==> src/rtl/tick_timer_pkg.sv <==
package tick_timer_pkg;
  localparam int unsigned ADDR_W = 2;

  typedef enum logic [ADDR_W-1:0] {
    REG_START = 2'd0,
    REG_COUNT = 2'd1,
    REG_CTRL  = 2'd2,
    REG_STAT  = 2'd3
  } reg_sel_e;

  localparam int unsigned CTRL_RUN_BIT  = 0;
  localparam int unsigned CTRL_IE_BIT   = 1;
  localparam int unsigned STAT_FLAG_BIT = 0;
endpackage

==> src/rtl/tick_timer_regs.sv <==
module tick_timer_regs
  import tick_timer_pkg::*;
#(
  parameter int unsigned DW = 32
) (
  input  logic              clk,
  input  logic              rst_n,
  input  logic              sel_i,
  input  logic              wr_i,
  input  logic [ADDR_W-1:0] addr_i,
  input  logic [DW-1:0]     wdata_i,
  input  logic [DW-1:0]     count_i,
  input  logic              flag_i,
  output logic [DW-1:0]     start_val_o,
  output logic              run_o,
  output logic              ie_o,
  output logic              load_now_o,
  output logic              clr_o,
  output logic [DW-1:0]     rdata_o
);
  logic [DW-1:0] start_q, start_d;
  logic          run_q, run_d, ie_q, ie_d;
  logic          wr_start, wr_ctrl;

  always_comb begin
    wr_start   = sel_i && wr_i && (addr_i == REG_START);
    wr_ctrl    = sel_i && wr_i && (addr_i == REG_CTRL);
    clr_o      = sel_i && wr_i && (addr_i == REG_STAT) && wdata_i[STAT_FLAG_BIT];
    load_now_o = wr_ctrl && wdata_i[CTRL_RUN_BIT] && !run_q;
    start_d    = wr_start ? wdata_i : start_q;
    run_d      = wr_ctrl ? wdata_i[CTRL_RUN_BIT] : run_q;
    ie_d       = wr_ctrl ? wdata_i[CTRL_IE_BIT] : ie_q;
  end

  always_ff @(posedge clk or negedge rst_n) begin
    if (!rst_n) begin
      start_q <= '0;
      run_q   <= 1'b0;
      ie_q    <= 1'b0;
    end else begin
      if (wr_start) start_q <= start_d;
      if (wr_ctrl) begin
        run_q <= run_d;
        ie_q  <= ie_d;
      end
    end
  end

  always_comb begin
    rdata_o = '0;
    if (sel_i) begin
      unique case (addr_i)
        REG_START: rdata_o = start_q;
        REG_COUNT: rdata_o = count_i;
        REG_CTRL: begin
          rdata_o[CTRL_RUN_BIT] = run_q;
          rdata_o[CTRL_IE_BIT]  = ie_q;
        end
        REG_STAT:  rdata_o[STAT_FLAG_BIT] = flag_i;
        default:   rdata_o = '0;
      endcase
    end
  end

  assign start_val_o = start_q;
  assign run_o       = run_q;
  assign ie_o        = ie_q;

  assert_noreload_running_R10: assert property (@(posedge clk) disable iff (!rst_n)
    run_q |-> !load_now_o);
endmodule

==> src/rtl/tick_timer_core.sv <==
module tick_timer_core #(
  parameter int unsigned DW = 32
) (
  input  logic          clk,
  input  logic          rst_n,
  input  logic          run_i,
  input  logic          tick_i,
  input  logic          load_now_i,
  input  logic [DW-1:0] start_val_i,
  output logic [DW-1:0] count_o,
  output logic          expire_o
);
  logic [DW-1:0] cnt_q, cnt_d;
  logic          cnt_en, at_zero;

  always_comb begin
    at_zero  = (cnt_q == '0);
    expire_o = run_i && tick_i && at_zero;
    cnt_en   = load_now_i || (run_i && tick_i);
    if (load_now_i || at_zero) cnt_d = start_val_i;
    else                       cnt_d = cnt_q - 1'b1;
  end

  always_ff @(posedge clk or negedge rst_n) begin
    if (!rst_n)      cnt_q <= '0;
    else if (cnt_en) cnt_q <= cnt_d;
  end

  assign count_o = cnt_q;

  assert_step_down_R2: assert property (@(posedge clk) disable iff (!rst_n)
    (run_i && tick_i && !at_zero && !load_now_i) |=> (cnt_q == $past(cnt_q) - 1'b1));
  assert_reload_R4: assert property (@(posedge clk) disable iff (!rst_n)
    expire_o |=> (cnt_q == $past(start_val_i)));
  assert_hold_stopped_R11: assert property (@(posedge clk) disable iff (!rst_n)
    (!run_i && !load_now_i) |=> $stable(cnt_q));
  assert_hold_no_tick_R2: assert property (@(posedge clk) disable iff (!rst_n)
    (!tick_i && !load_now_i) |=> $stable(cnt_q));
endmodule

==> src/rtl/tick_timer_flag.sv <==
module tick_timer_flag (
  input  logic clk,
  input  logic rst_n,
  input  logic expire_i,
  input  logic clr_i,
  output logic flag_o,
  output logic trig_o
);
  logic flag_q, flag_d, trig_q, flag_en;

  always_comb begin
    flag_en = expire_i || clr_i;
    flag_d  = expire_i;
  end

  always_ff @(posedge clk or negedge rst_n) begin
    if (!rst_n) begin
      flag_q <= 1'b0;
      trig_q <= 1'b0;
    end else begin
      trig_q <= expire_i;
      if (flag_en) flag_q <= flag_d;
    end
  end

  assign flag_o = flag_q;
  assign trig_o = trig_q;

  assert_trig_sets_flag_R4: assert property (@(posedge clk) disable iff (!rst_n)
    trig_q |-> flag_q);
  assert_set_wins_R7: assert property (@(posedge clk) disable iff (!rst_n)
    (expire_i && clr_i) |=> flag_q);
  assert_clear_R6: assert property (@(posedge clk) disable iff (!rst_n)
    (clr_i && !expire_i) |=> !flag_q);
  assert_trig_one_cycle_R4: assert property (@(posedge clk) disable iff (!rst_n)
    (trig_q && !expire_i) |=> !trig_q);
endmodule

==> src/rtl/tick_timer.sv <==
module tick_timer
  import tick_timer_pkg::*;
#(
  parameter int unsigned DW     = 32,
  parameter int unsigned SYNC_N = 2
) (
  input  logic              clk,
  input  logic              rst_n,
  input  logic              tick_i,
  input  logic              bus_sel_i,
  input  logic              bus_wr_i,
  input  logic [ADDR_W-1:0] bus_addr_i,
  input  logic [DW-1:0]     bus_wdata_i,
  output logic [DW-1:0]     bus_rdata_o,
  output logic              trig_o,
  output logic              irq_o
);
  logic [SYNC_N-1:0] rst_sync_q;
  logic              rst_int_n;
  logic [DW-1:0]     start_val, count;
  logic              run, ie, load_now, clr, expire, flag;

  always_ff @(posedge clk or negedge rst_n) begin
    if (!rst_n) rst_sync_q <= '0;
    else        rst_sync_q <= {rst_sync_q[SYNC_N-2:0], 1'b1};
  end
  assign rst_int_n = rst_sync_q[SYNC_N-1];

  tick_timer_regs #(.DW(DW)) u_regs (
    .clk(clk), .rst_n(rst_int_n),
    .sel_i(bus_sel_i), .wr_i(bus_wr_i), .addr_i(bus_addr_i), .wdata_i(bus_wdata_i),
    .count_i(count), .flag_i(flag),
    .start_val_o(start_val), .run_o(run), .ie_o(ie),
    .load_now_o(load_now), .clr_o(clr), .rdata_o(bus_rdata_o)
  );

  tick_timer_core #(.DW(DW)) u_core (
    .clk(clk), .rst_n(rst_int_n),
    .run_i(run), .tick_i(tick_i), .load_now_i(load_now), .start_val_i(start_val),
    .count_o(count), .expire_o(expire)
  );

  tick_timer_flag u_flag (
    .clk(clk), .rst_n(rst_int_n),
    .expire_i(expire), .clr_i(clr),
    .flag_o(flag), .trig_o(trig_o)
  );

  assign irq_o = flag & ie;

  assert_trig_needs_run_R11: assert property (@(posedge clk) disable iff (!rst_int_n)
    trig_o |-> $past(run));
endmodule

==> config.mk <==
export PLATFORM = sky130hd
export DESIGN_NAME = tick_timer
export DESIGN_NICKNAME = d
export VERILOG_FILES = /design/src/rtl/tick_timer_pkg.sv /design/src/rtl/tick_timer_regs.sv /design/src/rtl/tick_timer_core.sv /design/src/rtl/tick_timer_flag.sv /design/src/rtl/tick_timer.sv
export SDC_FILE = /design/constraint.sdc
export NUM_CORES = 1
export LEC_CHECK = 0
export BUFFER_PORTS_ARGS = -buffer_cell sky130_fd_sc_hd__buf_2
export CAP_MARGIN = 20
export CORE_MARGIN = 2
export CORE_UTILIZATION = 25
export DETAILED_ROUTE_END_ITERATION = 12
export PLACE_DENSITY = 0.44
export RECOVER_POWER = 50
export SETUP_SLACK_MARGIN = 0.02
export SKIP_LAST_GASP = 1
export SYNTH_ARGS = -nofsm -noshare
export SYNTH_HDL_FRONTEND = slang
export SYNTH_SLANG_ARGS = --single-unit
==> constraint.sdc <==
create_clock -name clk -period 3.2 [get_ports clk]
set_clock_uncertainty 0.1 [all_clocks]
set_input_delay 0.64 -clock clk [delete_from_list [all_inputs] [get_ports clk]]
set_output_delay 0.64 -clock clk [all_outputs]
set_load 0.01 [all_outputs]
==> results.txt, run 1 <==
The total routing resource utilization after global routing came out at 15.04%. The final standard cell area without fillers came out at 5105 um2. The kind of cell with the highest combined delay along the critical path is simple AND/OR/NAND/NOR gates.

After synthesis, the largest area contributor takes up 42.41% of total cell area. The worst ir drop on vdd came out at 255.1 uV. The synthesized netlist contains 66 unique library cells. Max-cap violations in this run came to 0. Synthesis produced a netlist whose cell count is 415.

The count of flip-flops with a built-in enable after synthesis came out at 0. For this block, the initial DRC count from the detailed router was 287. The tree is rooted in a sky130_fd_sc_hd__clkbuf_16. The sequential fraction of the synthesis area is 42.41%. After clock tree synthesis, the clock-pin slew on the worst setup and hold paths is 0.06 ns. The Yosys warning count came out at 0. The number of antenna diodes in the final layout is 0. The post-CTS setup-driven buffer insertion count came out at 0. The setup TNS is 0 ns. The critical path required time came out at 3.33 ns. The area of the mapped netlist is 4130 um2. The net count after synthesis is 455. After detailed routing, the number of remaining DRC violations is 0. The number of hold buffers added after CTS was 1. Routability-driven placement finished with a final weighted congestion of 0.8635. In the finished design, the share of the clock period the worst path needs comes to 85.68%. STA classifies the critical path endpoint as a flop.

The CTS tree is yes. The mean area per synthesized cell came out at 9.952 um2. Counting the buffers created by CTS gives 9. Setup repair after global routing left no endpoint under its margin. The average via count per standard cell came out at 4.942. The worst hold-check path type is reg -> reg.

The end of the worst register-to-register path is u_core.count_o[20]. The endpoint of the worst hold-timing path is rst_sync_q[1]. The launching point of the worst reg2reg path is u_core.count_o[0]. The origin of the worst min-delay path is rst_sync_q[0].

The number of buffers and inverters on the critical path is 1. The area growth from synthesis to layout is 23.60%. The total core area is 16000 um2.

The areal power density over the cells is 593.0 nW/um2. The cell row count came out at 46. The detailed placement HPWL came out at 9420 um. The slack of the worst reg-to-reg path is 0.46 ns. The number of hold violations in the final report is 0.

The critical path goes through inv_1 -> ha_1 -> nor3b_2 -> nand4_4 -> o31ai_4 -> nand2_1 -> a311o_1. The number of resized instances in the post-cts repair step is 0. The ratio of cells with drive above 1 in the final layout is 31.61%.

The count of nets left with antenna violations after detail routing is 0. The leakage component of the power is 2.296 nW. The count of state elements after synthesis came out at 70. Leaving out fill and tap cells, the most frequent cell in the layout is sky130_fd_sc_hd__dfrtp_1. The number of global-route vias before repair is 3755. After layout, the minimum clock period comes to 2.742 ns. The worst slew slack as a fraction of its limit is 7.120%. The flow ran to the end, and the final reports show no timing, DRC or antenna violations. STA classifies the critical path startpoint as a flop. The count of final setup violators is 0.

The initial core utilization is 25.81%. The highest fanout seen on the critical path came out at 10. The actual slew at the worst max-slew pin came out at 1.393 ns.

The number of pins exceeding their max-slew limit in the final report came out at 0. The critical path crosses 7 cells after its start point. The worst setup path is of the reg -> reg kind. The later pin in the worst-skew pair is clocked with a latency of 0.35 ns. The first detailed-routing pass took 4 iterations. The routed wirelength normalized by instance count is 17.69 um. After synthesis, the share of flip-flops with an asynchronous set or reset is 100.0%.

The height of the die is 132.5 um. The placed standard-cell area came out at 4837 um2. Fill cells in the final layout number 1774. The number of buffer cells added on primary ports is 72.

For this design, the slowest cell found on the critical path is sky130_fd_sc_hd__o31ai_4. The number of top-level pins came out at 73. The tree built by TritonCTS fans out to 70 sinks. The endpoint arrival time on the critical path came out at 2.87 ns. The number of levels in the clock H-tree is 3. The top cell types in the final layout, fill and taps aside, are sky130_fd_sc_hd__dfrtp_1 (70), sky130_fd_sc_hd__buf_2 (68), sky130_fd_sc_hd__nor2_1 (50). The die area came out at 17570 um2. The highest cell delay on the worst timing path is 0.53 ns. The initial antenna violation count came out at 0. The final layout contains 538 nets. Detailed routing inserted a total of 3553 vias. The worst hold path was traced through 0 stages. Ranked by total cell area, the synthesized netlist is headed by sky130_fd_sc_hd__dfrtp_1 (42%), sky130_fd_sc_hd__mux2i_1 (8.5%), sky130_fd_sc_hd__mux2_2 (8.5%), sky130_fd_sc_hd__nor2_1 (4.5%), sky130_fd_sc_hd__nand2_1 (2.6%).

The total detailed-routing wirelength is 12720 um. The upper clock frequency limit is 0.3647 GHz. The maximum number of pins on one net before global-route repair is 36.

The overall power came out at 3.027 mW. The first global-routing pass estimated 20670 um of wire. For this run, the leading register cell type out of synthesis is sky130_fd_sc_hd__dfrtp_1. The library cell with the largest summed area after synthesis is sky130_fd_sc_hd__dfrtp_1. The die outline width came out at 132.5 um. The buffer levels on the longest clock path came out at 2. The worst reg-to-reg path cell count came out at 7. For this run the aggregate overflow at the end of global routing stands at 0.
==> power by group <==
group / internal, mW / switching, mW
clock: 0.586 / 0.395
combinational: 0.354 / 0.373
sequential: 1.08 / 0.243
total: 2.02 / 1.01
==> layer usage <==
layer / up-vias / routed length [um] / track usage [%]
li1: 1716 / - / -
met1: 1733 / 5764 / 19.37
met2: 86 / 6113 / 24.32
met3: 18 / 599 / 3.103
met4: 0 / 240 / 6.750
met5: - / 0 / 0
==> stage by stage <==
| stage | util, % | std cells | hold WS [ns] | worst slack, ns |
|---|---|---|---|---|
| 6_report | 31.90 | 719 | 0.2476 | 0.4583 |
| 5_1_grt | 31.90 | 719 | 0.2519 | 0.2850 |
| 4_1_cts | 32.09 | 719 | 0.2495 | 0.4796 |
| 3_5_place_dp | 30.23 | 702 | 0.2363 | 0.4993 |
| 3_3_place_gp | 30.23 | 702 | 0.2365 | 0.5462 |
| 2_1_floorplan | - | 415 | 0.2312 | 0.7515 |
==> worst register-to-register path: stages (launching register included) <==
cell	delay (ns)
sky130_fd_sc_hd__dfrtp_1	0.40
sky130_fd_sc_hd__inv_1	0.10
sky130_fd_sc_hd__ha_1	0.18
sky130_fd_sc_hd__nor3b_2	0.41
sky130_fd_sc_hd__nand4_4	0.31
sky130_fd_sc_hd__o31ai_4	0.54
sky130_fd_sc_hd__nand2_1	0.24
sky130_fd_sc_hd__a311o_1	0.36
==> area by class of cell <==
class / count / area (um2) / area share [%]
Clock buffer: 13 / 270.3 / 5.294
Clock inverter: 3 / 17.52 / 0.3431
Inverter: 8 / 30.03 / 0.5882
Multi-Input combinational cell: 313 / 2233 / 43.75
Sequential cell: 70 / 1752 / 34.31
Tap cell: 216 / 270.3 / 5.294
Timing Repair Buffer: 96 / 531.8 / 10.42
==> state kept, by name, indices dropped and copies added (netlist names) <==
register	count
u_core.count_o	32
u_regs.start_val_o	32
rst_sync_q	2
u_flag.flag_o	1
u_flag.trig_o	1
u_regs.ie_o	1
u_regs.run_o	1
==> worst max-delay path by stage <==
stage	from	end	slack [ns]
3_3_place_gp	u_core.count_o[25]	u_core.count_o[20]	0.55
5_1_grt	u_core.count_o[0]	u_core.count_o[20]	0.28
2_1_floorplan	bus_addr_i[0]	u_core.count_o[18]	0.75
3_5_place_dp	u_core.count_o[0]	u_core.count_o[20]	0.50
6_report	u_core.count_o[0]	u_core.count_o[20]	0.46
4_1_cts	u_core.count_o[0]	u_core.count_o[20]	0.48
==> cells by family after synthesis <==
group	synth area share [%]
AND/OR/NAND/NOR	22.33
XOR/XNOR	0.2121
other	0.09079
multiplexers	17.48
flip-flops	42.41
AO/OA/AOI/OAI	13.66
buffers and inverters	3.514
adder cells (fa/ha/maj)	0.3029
==> Yosys cell counts (3+ instances only) <==
cell type,count
sky130_fd_sc_hd__nand4_1,6
sky130_fd_sc_hd__nand2_1,29
sky130_fd_sc_hd__a211o_1,5
sky130_fd_sc_hd__and3_2,4
sky130_fd_sc_hd__nand3b_1,3
sky130_fd_sc_hd__nand3_1,18
sky130_fd_sc_hd__or3_1,7
sky130_fd_sc_hd__nand2b_1,3
sky130_fd_sc_hd__clkbuf_1,18
sky130_fd_sc_hd__dfrtp_1,70
sky130_fd_sc_hd__o211ai_1,5
sky130_fd_sc_hd__o311ai_0,4
sky130_fd_sc_hd__a221o_1,3
sky130_fd_sc_hd__a21oi_1,11
sky130_fd_sc_hd__o31ai_1,4
sky130_fd_sc_hd__and2_1,5
sky130_fd_sc_hd__a311o_1,3
sky130_fd_sc_hd__inv_1,8
sky130_fd_sc_hd__nor2_1,50
sky130_fd_sc_hd__nor3_1,12
sky130_fd_sc_hd__a31oi_1,5
sky130_fd_sc_hd__nor3_2,3
sky130_fd_sc_hd__mux2i_1,35
sky130_fd_sc_hd__nor4_1,9
sky130_fd_sc_hd__or2_2,3
sky130_fd_sc_hd__or4_1,3
sky130_fd_sc_hd__mux2_2,31
sky130_fd_sc_hd__o21a_1,3
sky130_fd_sc_hd__o21ai_0,11
Note: power is estimated with default switching activity, not from simulation.
==> run 2: changes to the inputs <==
- REMOVE_ABC_BUFFERS: not set -> 1
==> run 2 against run 1 <==
  * The run now ends with max-capacitance violations, max-slew violations left
  * Setup slack better by 0.041 ns
  * Count of clock-buffer cells in the layout decreased by 3
  * Non-clock buffer count is 5 higher
  * Routed wire length grew 0.39%
  * Largest cell class unchanged
  * Highest routed layer unchanged
==> results.txt, run 2 (same netlist as run 1, synthesis figures left out) <==
The worst hold path begins at rst_sync_q[0]. The worst hold slack across all endpoints is 0.2544 ns (+0.006777 ns). The internal power consumption came out at 2.052 mW (+1.7%). The initial antenna violation count came out at 0 (unchanged). The worst reg-to-reg path cell count came out at 5 (-2). The number of max-cap violations was 1 (+1).

The clock latency of the later-clocked register in the worst-skew pair is 0.35 ns (about the same). The number of nets in the layout came out at 543 (+0.93%). The detailed placement HPWL is 9274 um (-1.6%). The power share of the sequential group came to 42.9% (-0.7 points).

The final cycle utilization of the critical path came out at 84.40% (-1.3 points). The area growth from synthesis to layout came out at 24.90%. The average via count per standard cell is 5.012 (+1.4%). The slack of the worst reg-to-reg path is 0.50 ns (+0.04 ns). The maximum number of pins on one net before global-route repair came out at 69 (+92%). The signal on the critical path passes through or4_1 -> nor4_4 -> nand3_1 -> or3_2 -> o211ai_1. The die area was 17570 um2 (unchanged).

The number of top-level pins came out at 73 (unchanged). The overflow left after global routing is 0 (unchanged). The count of final setup violators is 0 (unchanged). The number of buffers inserted for hold repair after clock tree synthesis came out at 1 (unchanged). The total core area came to 16000 um2 (unchanged). The number of global-route vias before repair is 3725 (-0.80%). The total detailed-routing wirelength is 12770 um (+0.39%). The worst ir drop on vdd is 276.6 uV (+8.4%). The final estimated routing congestion in global placement is 0.8562 (-0.85%). The instance count along the most critical hold path is 0 (unchanged). The initial core utilization came to 25.81% (unchanged).

For hold timing, the worst endpoint is rst_sync_q[1]. The highest cell delay on the worst timing path is 0.70 ns (+0.17 ns). The power dissipated by switching net loads is 1.018 mW (+0.78%). The actual slew at the worst max-slew pin is 1.808 ns (+0.4145 ns). The number of detailed-routing iterations run before antenna repair is 5 (+1).

The final standard cell area without fillers came out at 5159 um2 (+1.1%). The count of cell instances traversed by the critical path came out at 5 (-2). The number of hold violations in the final report was 0 (unchanged). TritonCTS built the clock tree. The buffer levels on the longest clock path is 2 (unchanged).

Grouping stages by cell kind, the critical path spends the most delay in simple AND/OR/NAND/NOR gates. The endpoint arrival time on the critical path is 2.86 ns (about the same). The areal power density over the cells came out at 595.1 nW/um2 (+0.36%). The number of levels in the clock H-tree came out at 3 (unchanged). The final core utilization is 32.24% (+0.34 points).

The total buffers and inverters traversed by the critical path is 0 (-1). The worst setup path is of the reg -> reg kind. The ratio of cells with drive above 1 in the final layout is 33.07% (+1.5 points). Leaving out fill and tap cells, the most frequent cells in the layout are sky130_fd_sc_hd__buf_2 (70), sky130_fd_sc_hd__dfrtp_1 (69), sky130_fd_sc_hd__nor2_1 (50).

The total routing resource utilization after global routing came to 14.95% (-0.088 points). STA classifies the critical path startpoint as a flop. The cell row count is 46 (unchanged). The height of the die is 132.5 um (unchanged).

The end of the worst register-to-register path is u_core.count_o[27]. The post-CTS setup-driven buffer insertion count came out at 0 (unchanged). The overall power is 3.070 mW (+1.4%). The tightest min-delay check is of the reg -> reg type.

The time the final worst path needs with I/O delays and setup came out at 2.701 ns (-0.04078 ns). The total CTS buffers came out at 9 (unchanged). Clock tree synthesis selected as its root buffer the cell sky130_fd_sc_hd__clkbuf_16.

The number of resized instances in the post-cts repair step is 0 (unchanged). The worst slew slack as a fraction of its limit came out at -20.51% (-28 points). The wire length of the first global-routing pass is 20720 um (+0.27%).

The routed wirelength normalized by instance count is 17.64 um (-0.30%). The upper clock frequency limit came out at 0.3702 GHz (+1.5%). The leakage component of the power came out at 2.333 nW (+1.6%). The switching power share of the total is 33.16% (-0.21 points). STA classifies the critical path endpoint as a flop.

The count of routing violations after the opening detailed-route iteration came out at 244 (-15%). The die outline width is 132.5 um (unchanged). The clock share of power came out at 33.2% (+0.8 points). The number of pins exceeding their max-slew limit in the final report came out at 69 (+69). The worst slack at placement came out at 0.5151 ns (+0.01575 ns). The number of buffer cells added on primary ports came out at 72 (unchanged).

The detailed-route via count was 3629 (+2.1%). The most common library cell in the layout ignoring fill and taps is sky130_fd_sc_hd__buf_2. The placed standard-cell area is 4862 um2 (+0.52%). The clock input transition at the sequential cells of the worst setup and hold paths is 0.06 ns (about the same). The worst-path cell with the longest stage delay is sky130_fd_sc_hd__or4_1.

The run finished, with violations left. The checks that failed: max-capacitance violations, max-slew violations. The critical path required time came out at 3.36 ns (+0.03 ns). The count of unresolved DRC violations after routing came out at 0 (unchanged).

The antenna cell count is 0 (unchanged). The final worst setup slack is 0.4991 ns (+0.04078 ns). The critical path launch point is u_core.count_o[2]. Setup repair after global routing left no endpoint under its margin. The count of nets left with antenna violations after detail routing is 0 (unchanged).

The count of clock tree sinks came out at 70 (unchanged). The highest fanout seen on the critical path was 9 (-1). The combinational group share of total power is 23.9% (about the same).

The launching point of the worst reg2reg path is u_core.count_o[2].
[run 2: area by class of cell]
type                       instances  area, um2
tap                              216      270.3
clock buffer                      10      239.0
clock inverter                     6      61.31
fill                            1718      10840
multi-input combinational        313       2233
sequential                        70       1753
inverter                           8      30.03
timing repair buffer             101      571.8
[run 2: worst max-delay path by stage]
stage               slack [ns]               endpoint
floorplan                -0.40  u_regs.start_val_o[0]
global placement          0.60     u_core.count_o[27]
detailed placement        0.52     u_core.count_o[27]
CTS                       0.50     u_core.count_o[27]
global route              0.35     u_core.count_o[27]
finish                    0.50     u_core.count_o[27]
[run 2: layer usage]
layer	global-route usage [%]	up-vias	wire, um
met1	19.93	1768	5871
li1	-	1722	-
met5	0	-	0
met3	4.138	13	730
met2	23.69	126	6003
met4	4.361	0	162
[run 2: power groups by stage]
stage / combinational [mW] / sequential [mW] / clock [mW]
finish: 0.733 / 1.32 / 1.02
global route: 0.815 / 1.35 / 1.10
floorplan: 0.509 / 1.26 / 0
detailed placement: 0.734 / 1.33 / 0
global placement: 0.727 / 1.33 / 0
CTS: 0.740 / 1.32 / 1.05
[run 2: stage by stage]
stage | setup TNS, ns | std cells
4_1_cts | 0 | 724
2_1_floorplan | -12.53 | 391
6_report | 0 | 724
3_3_place_gp | 0 | 707
5_1_grt | 0 | 724
3_5_place_dp | 0 | 707
[run 2: worst reg2reg max path, cell delays in order, from the launching register on]
cell and delay (ns):
sky130_fd_sc_hd__dfrtp_1 0.44, sky130_fd_sc_hd__or4_1 0.70, sky130_fd_sc_hd__nor4_4 0.49, sky130_fd_sc_hd__nand3_1 0.29
sky130_fd_sc_hd__or3_2 0.51, sky130_fd_sc_hd__o211ai_1 0.09
==> run 3: changes to the inputs <==
- ABC_AREA: not set -> 1
- PLACE_DENSITY: 0.44 -> 0.45
- clock period: 3.2 -> 2.2 ns (I/O delays scaled with it)
==> run 3 against run 2 <==
  * The run now ends clean
  * Sequential power rose by 48%
  * Hold slack got worse by 0.017 ns
  * Sequential cell count did not move
  * Count of clock-buffer cells in the layout rose by 6
  * Cell area rose by 8.8%
  * Maximum frequency rose by 35%
  * Core utilization barely moved
  * Global-route usage rose by 0.15 points
  * Setup slack got worse by 0.29 ns
  * Routed wire length rose by 7.7%
  * Register-to-register slack got worse by 0.29 ns
  * Critical endpoint is now u_core.count_o[30]
==> results.txt, run 3 <==
The overall power is 6.419 mW (+110%). The highest fanout seen on the critical path is 13 (+4). In the layout the commonest cells are sky130_fd_sc_hd__nand2_1 (234), sky130_fd_sc_hd__nor2_1 (85), sky130_fd_sc_hd__nand3_1 (72). The worst hold slack across all endpoints is 0.2374 ns (-0.01697 ns).

The total core area came out at 17420 um2 (+8.9%). sky130_fd_sc_hd__nand2_1 is the most common cell in the netlist. The post-CTS setup-driven buffer insertion count is 0 (unchanged). The die outline width is 138.0 um (+4.1%). The final cycle utilization of the critical path is 90.66% (+6.3 points). The area of the mapped netlist came out at 4486 um2 (+8.6%).

The ratio of cells with drive above 1 in the final layout is 18.62% (-14 points). The initial antenna violation count is 0 (unchanged). The Yosys warning count came out at 0 (unchanged). The actual slew at the worst max-slew pin came out at 0.8948 ns (-0.9129 ns). TritonCTS built the clock tree. The count of flip-flops with a built-in enable after synthesis came out at 0 (unchanged).

The sum of met2 wire segment lengths after detailed routing is 6066 um (+1.0%). The areal power density over the cells came out at 1143 nW/um2 (+92%). The detailed placement HPWL came out at 9893 um (+6.7%). The met1 layer wirelength in the final routing came out at 6946 um (+18%). In the synthesized netlist, the cells that appear most often are sky130_fd_sc_hd__nand2_1 (234), sky130_fd_sc_hd__nor2_1 (86), sky130_fd_sc_hd__nand3_1 (72). The highest metal layer carrying signal wires in the routed design is met4. The critical path required time came out at 2.33 ns (-1.03 ns).

The total placed cells including tap cells is 991 (+40%). The worst ir drop on vdd came out at 466.0 uV (+68%). Setup repair after global routing left no endpoint under its margin.

The initial core utilization came out at 25.75% (-0.059 points). The die area came out at 19030 um2 (+8.3%). The sequential fraction of the synthesis area is 39.05% (-3.4 points). In this run the worst hold path is classified as in -> reg.

The critical path is of the reg -> reg type. The fraction of registers with async set or reset after synthesis is 100.0% (unchanged). The area of combinational cells with multiple inputs was 2305 um2 (+3.2%). The overflow left after global routing was 0 (unchanged). The count of routing violations after the opening detailed-route iteration came to 269 (+10%).

The count of state elements after synthesis is 70 (unchanged). The footprint of the flip-flops and latches is 1752 um2 (about the same). sky130_fd_sc_hd__dfrtp_1 takes more of the synthesized area than any other cell.

The detailed-routed wire length on met3 was 571 um (-22%). The average via count per standard cell is 4.401 (-12%). The library cell used most frequently in the layout, excluding fill and tap cells, is sky130_fd_sc_hd__nand2_1.

The number of top-level pins came out at 73 (unchanged). The count of unresolved DRC violations after routing is 0 (unchanged). The routed wirelength normalized by instance count came out at 13.63 um (-23%). The number of pins exceeding their max-slew limit in the final report is 0 (-100%). The leakage component of the power came out at 2.963 nW (+27%). The antenna cell count is 0 (unchanged). The number of nets in the layout is 819 (+51%). The clock latency of the later-clocked register in the worst-skew pair was 0.34 ns (about the same). The count of clock tree sinks is 70 (unchanged).

The total detailed-routing wirelength came to 13760 um (+7.7%). The worst slew slack as a fraction of its limit came to 40.35% (+61 points). The number of standard cells in the layout, taps in and fillers out came out at 1009 (+39%). Among all flip-flop cells after synthesis, the most frequent one is sky130_fd_sc_hd__dfrtp_1. The number of buffer cells added on primary ports is 72 (unchanged).

The cell row count came to 48 (+4.3%). The number of levels in the clock H-tree is 3 (unchanged). The number of detailed-routing iterations run before antenna repair is 4 (-1). STA classifies the critical path endpoint as a flop. The mean area per synthesized cell came out at 6.596 um2 (-34%). The wire length of the first global-routing pass came out at 22180 um (+7.0%).

The count of final setup violators is 0 (unchanged). The final estimated routing congestion in global placement is 0.8870 (+3.6%). The worst setup path is launched from a flop.

The clock tree root buffer cell is sky130_fd_sc_hd__clkbuf_16. The upper clock frequency limit is 0.5014 GHz (+35%). The number of hold violations in the final report is 0 (unchanged). Sorting the synthesized cells by area gives the leading types as sky130_fd_sc_hd__dfrtp_1 (39%), sky130_fd_sc_hd__nand2_1 (20%), sky130_fd_sc_hd__nand3_1 (8.0%), sky130_fd_sc_hd__a21oi_1 (7.4%), sky130_fd_sc_hd__nor2_1 (7.2%).

The endpoint arrival time on the critical path is 2.13 ns (-0.73 ns). The buffer levels on the longest clock path came out at 2 (unchanged). The area growth from synthesis to layout is 25.16%.

The filler cell count in the final layout came to 1963 (+14%). The area share of the largest cell type after synthesis is 39.05% (-3.4 points). The time the final worst path needs with I/O delays and setup is 1.995 ns (-0.7064 ns).

The setup TNS is 0 ns (unchanged). The flow ran to the end, and the final reports show no timing, DRC or antenna violations. The height of the die came out at 138.0 um (+4.1%). The clock input transition at the sequential cells of the worst setup and hold paths came out at 0.06 ns (about the same). The number of instances in the synthesized netlist came out at 680 (+64%).

The detailed-route via count came out at 4441 (+22%). The number of distinct standard cells referenced by the synthesized netlist came out at 31 (-53%). The number of global-route vias before repair is 4408 (+18%). The total CTS buffers came out at 9 (unchanged). The count of nets left with antenna violations after detail routing is 0 (unchanged). The total routing resource utilization after global routing is 15.10% (+0.15 points). The maximum number of pins on one net before global-route repair came to 40 (-42%). The number of max-cap violations came to 0 (-1).
-- run 3: cell types whose count changed in the layout (fill, tap and decap cells not counted), sizes merged, moves of 11 or more --
cell   change
a21oi     +54
buf       +13
inv       +62
mux2      -30
mux2i     -35
nand2    +208
nand3     +54
nor2      +45
nor3      -13
nor4      -11
-- run 3: final cells by class --
cell class	count	share of cell area, %
clock buffers	16	5.014
inverters	70	4.680
flip-flops and latches	70	31.20
repair buffers	114	13.04
well taps	225	5.014
multi-input cells	514	41.05
-- run 3: routing by layer --
layer	track usage, %	vias to the layer above
li1	-	2342
met1	20.92	2013
met2	23.76	74
met3	3.216	12
met4	4.252	0
met5	0	-
-- run 3: worst max-delay path, cell delays in order (launching register included) --
cell and delay, ns:
sky130_fd_sc_hd__dfrtp_1 0.40, sky130_fd_sc_hd__nor2_1 0.18, sky130_fd_sc_hd__nand2_1 0.12, sky130_fd_sc_hd__nor2_2 0.22
sky130_fd_sc_hd__nand2_4 0.08, sky130_fd_sc_hd__buf_4 0.15, sky130_fd_sc_hd__o21ai_4 0.17, sky130_fd_sc_hd__buf_4 0.23
sky130_fd_sc_hd__a21oi_1 0.09, sky130_fd_sc_hd__nand2_1 0.09, sky130_fd_sc_hd__nand2_1 0.05
-- run 3: power by group --
| part | leakage [nW] | switching (mW) | total [mW] | internal (mW) |
|---|---|---|---|---|
| registers | 0.839 | 0.295 | 1.95 | 1.65 |
| logic | 1.99 | 1.91 | 3.07 | 1.16 |
| clock network | 0.137 | 0.547 | 1.41 | 0.858 |
-- run 3: stage by stage --
step	utilization (%)	setup WS (ns)	area (um2)
floorplan	-	-1.150	4317
global placement	30.65	0.08664	5338
detailed placement	30.65	0.03999	5338
CTS	32.32	0.1082	5629
global route	32.23	0.04159	5614
finish	32.23	0.2055	5614
-- run 3: final timing paths --
| path | from | to | slack, ns | cells past startpoint |
|---|---|---|---|---|
| setup / recovery | u_core.count_o[15] | u_core.count_o[30] | 0.21 | 10 |
| hold / removal | bus_wdata_i[13] | u_regs.start_val_o[13] | 0.24 | 3 |
| setup reg to reg | u_core.count_o[15] | u_core.count_o[30] | 0.21 | 10 |
| hold reg to reg | rst_sync_q[0] | rst_sync_q[1] | 0.25 | 0 |
| max in group asynchronous | rst_sync_q[1] | u_core.count_o[1] | 0.65 | 1 |
| min in group asynchronous | rst_sync_q[1] | u_regs.start_val_o[20] | 0.27 | 0 |
-- run 3: kinds of logic (layout without fill, tap and decap cells) --
logic type                 count (synthesis)  count (layout)  synth area share (%)
AOI/OAI and AO/OA                         82              82                 9.596
xor gates and xnor gates                   4               4                0.7812
adders and majority gates                  1               1                0.2789
buffers and inverters                     97             200                 9.623
DFF                                       70              70                 39.05
muxes                                      1               1                0.2510
other                                      1               1               0.08360
and+or+nand+nor                          424             425                 40.33
-- run 3: timing repair --
item,CTS,global route
hold buffers,1,0
gates resized for setup,0,1
endpoints found under the hold margin,2,0
setup endpoints to repair,0,31
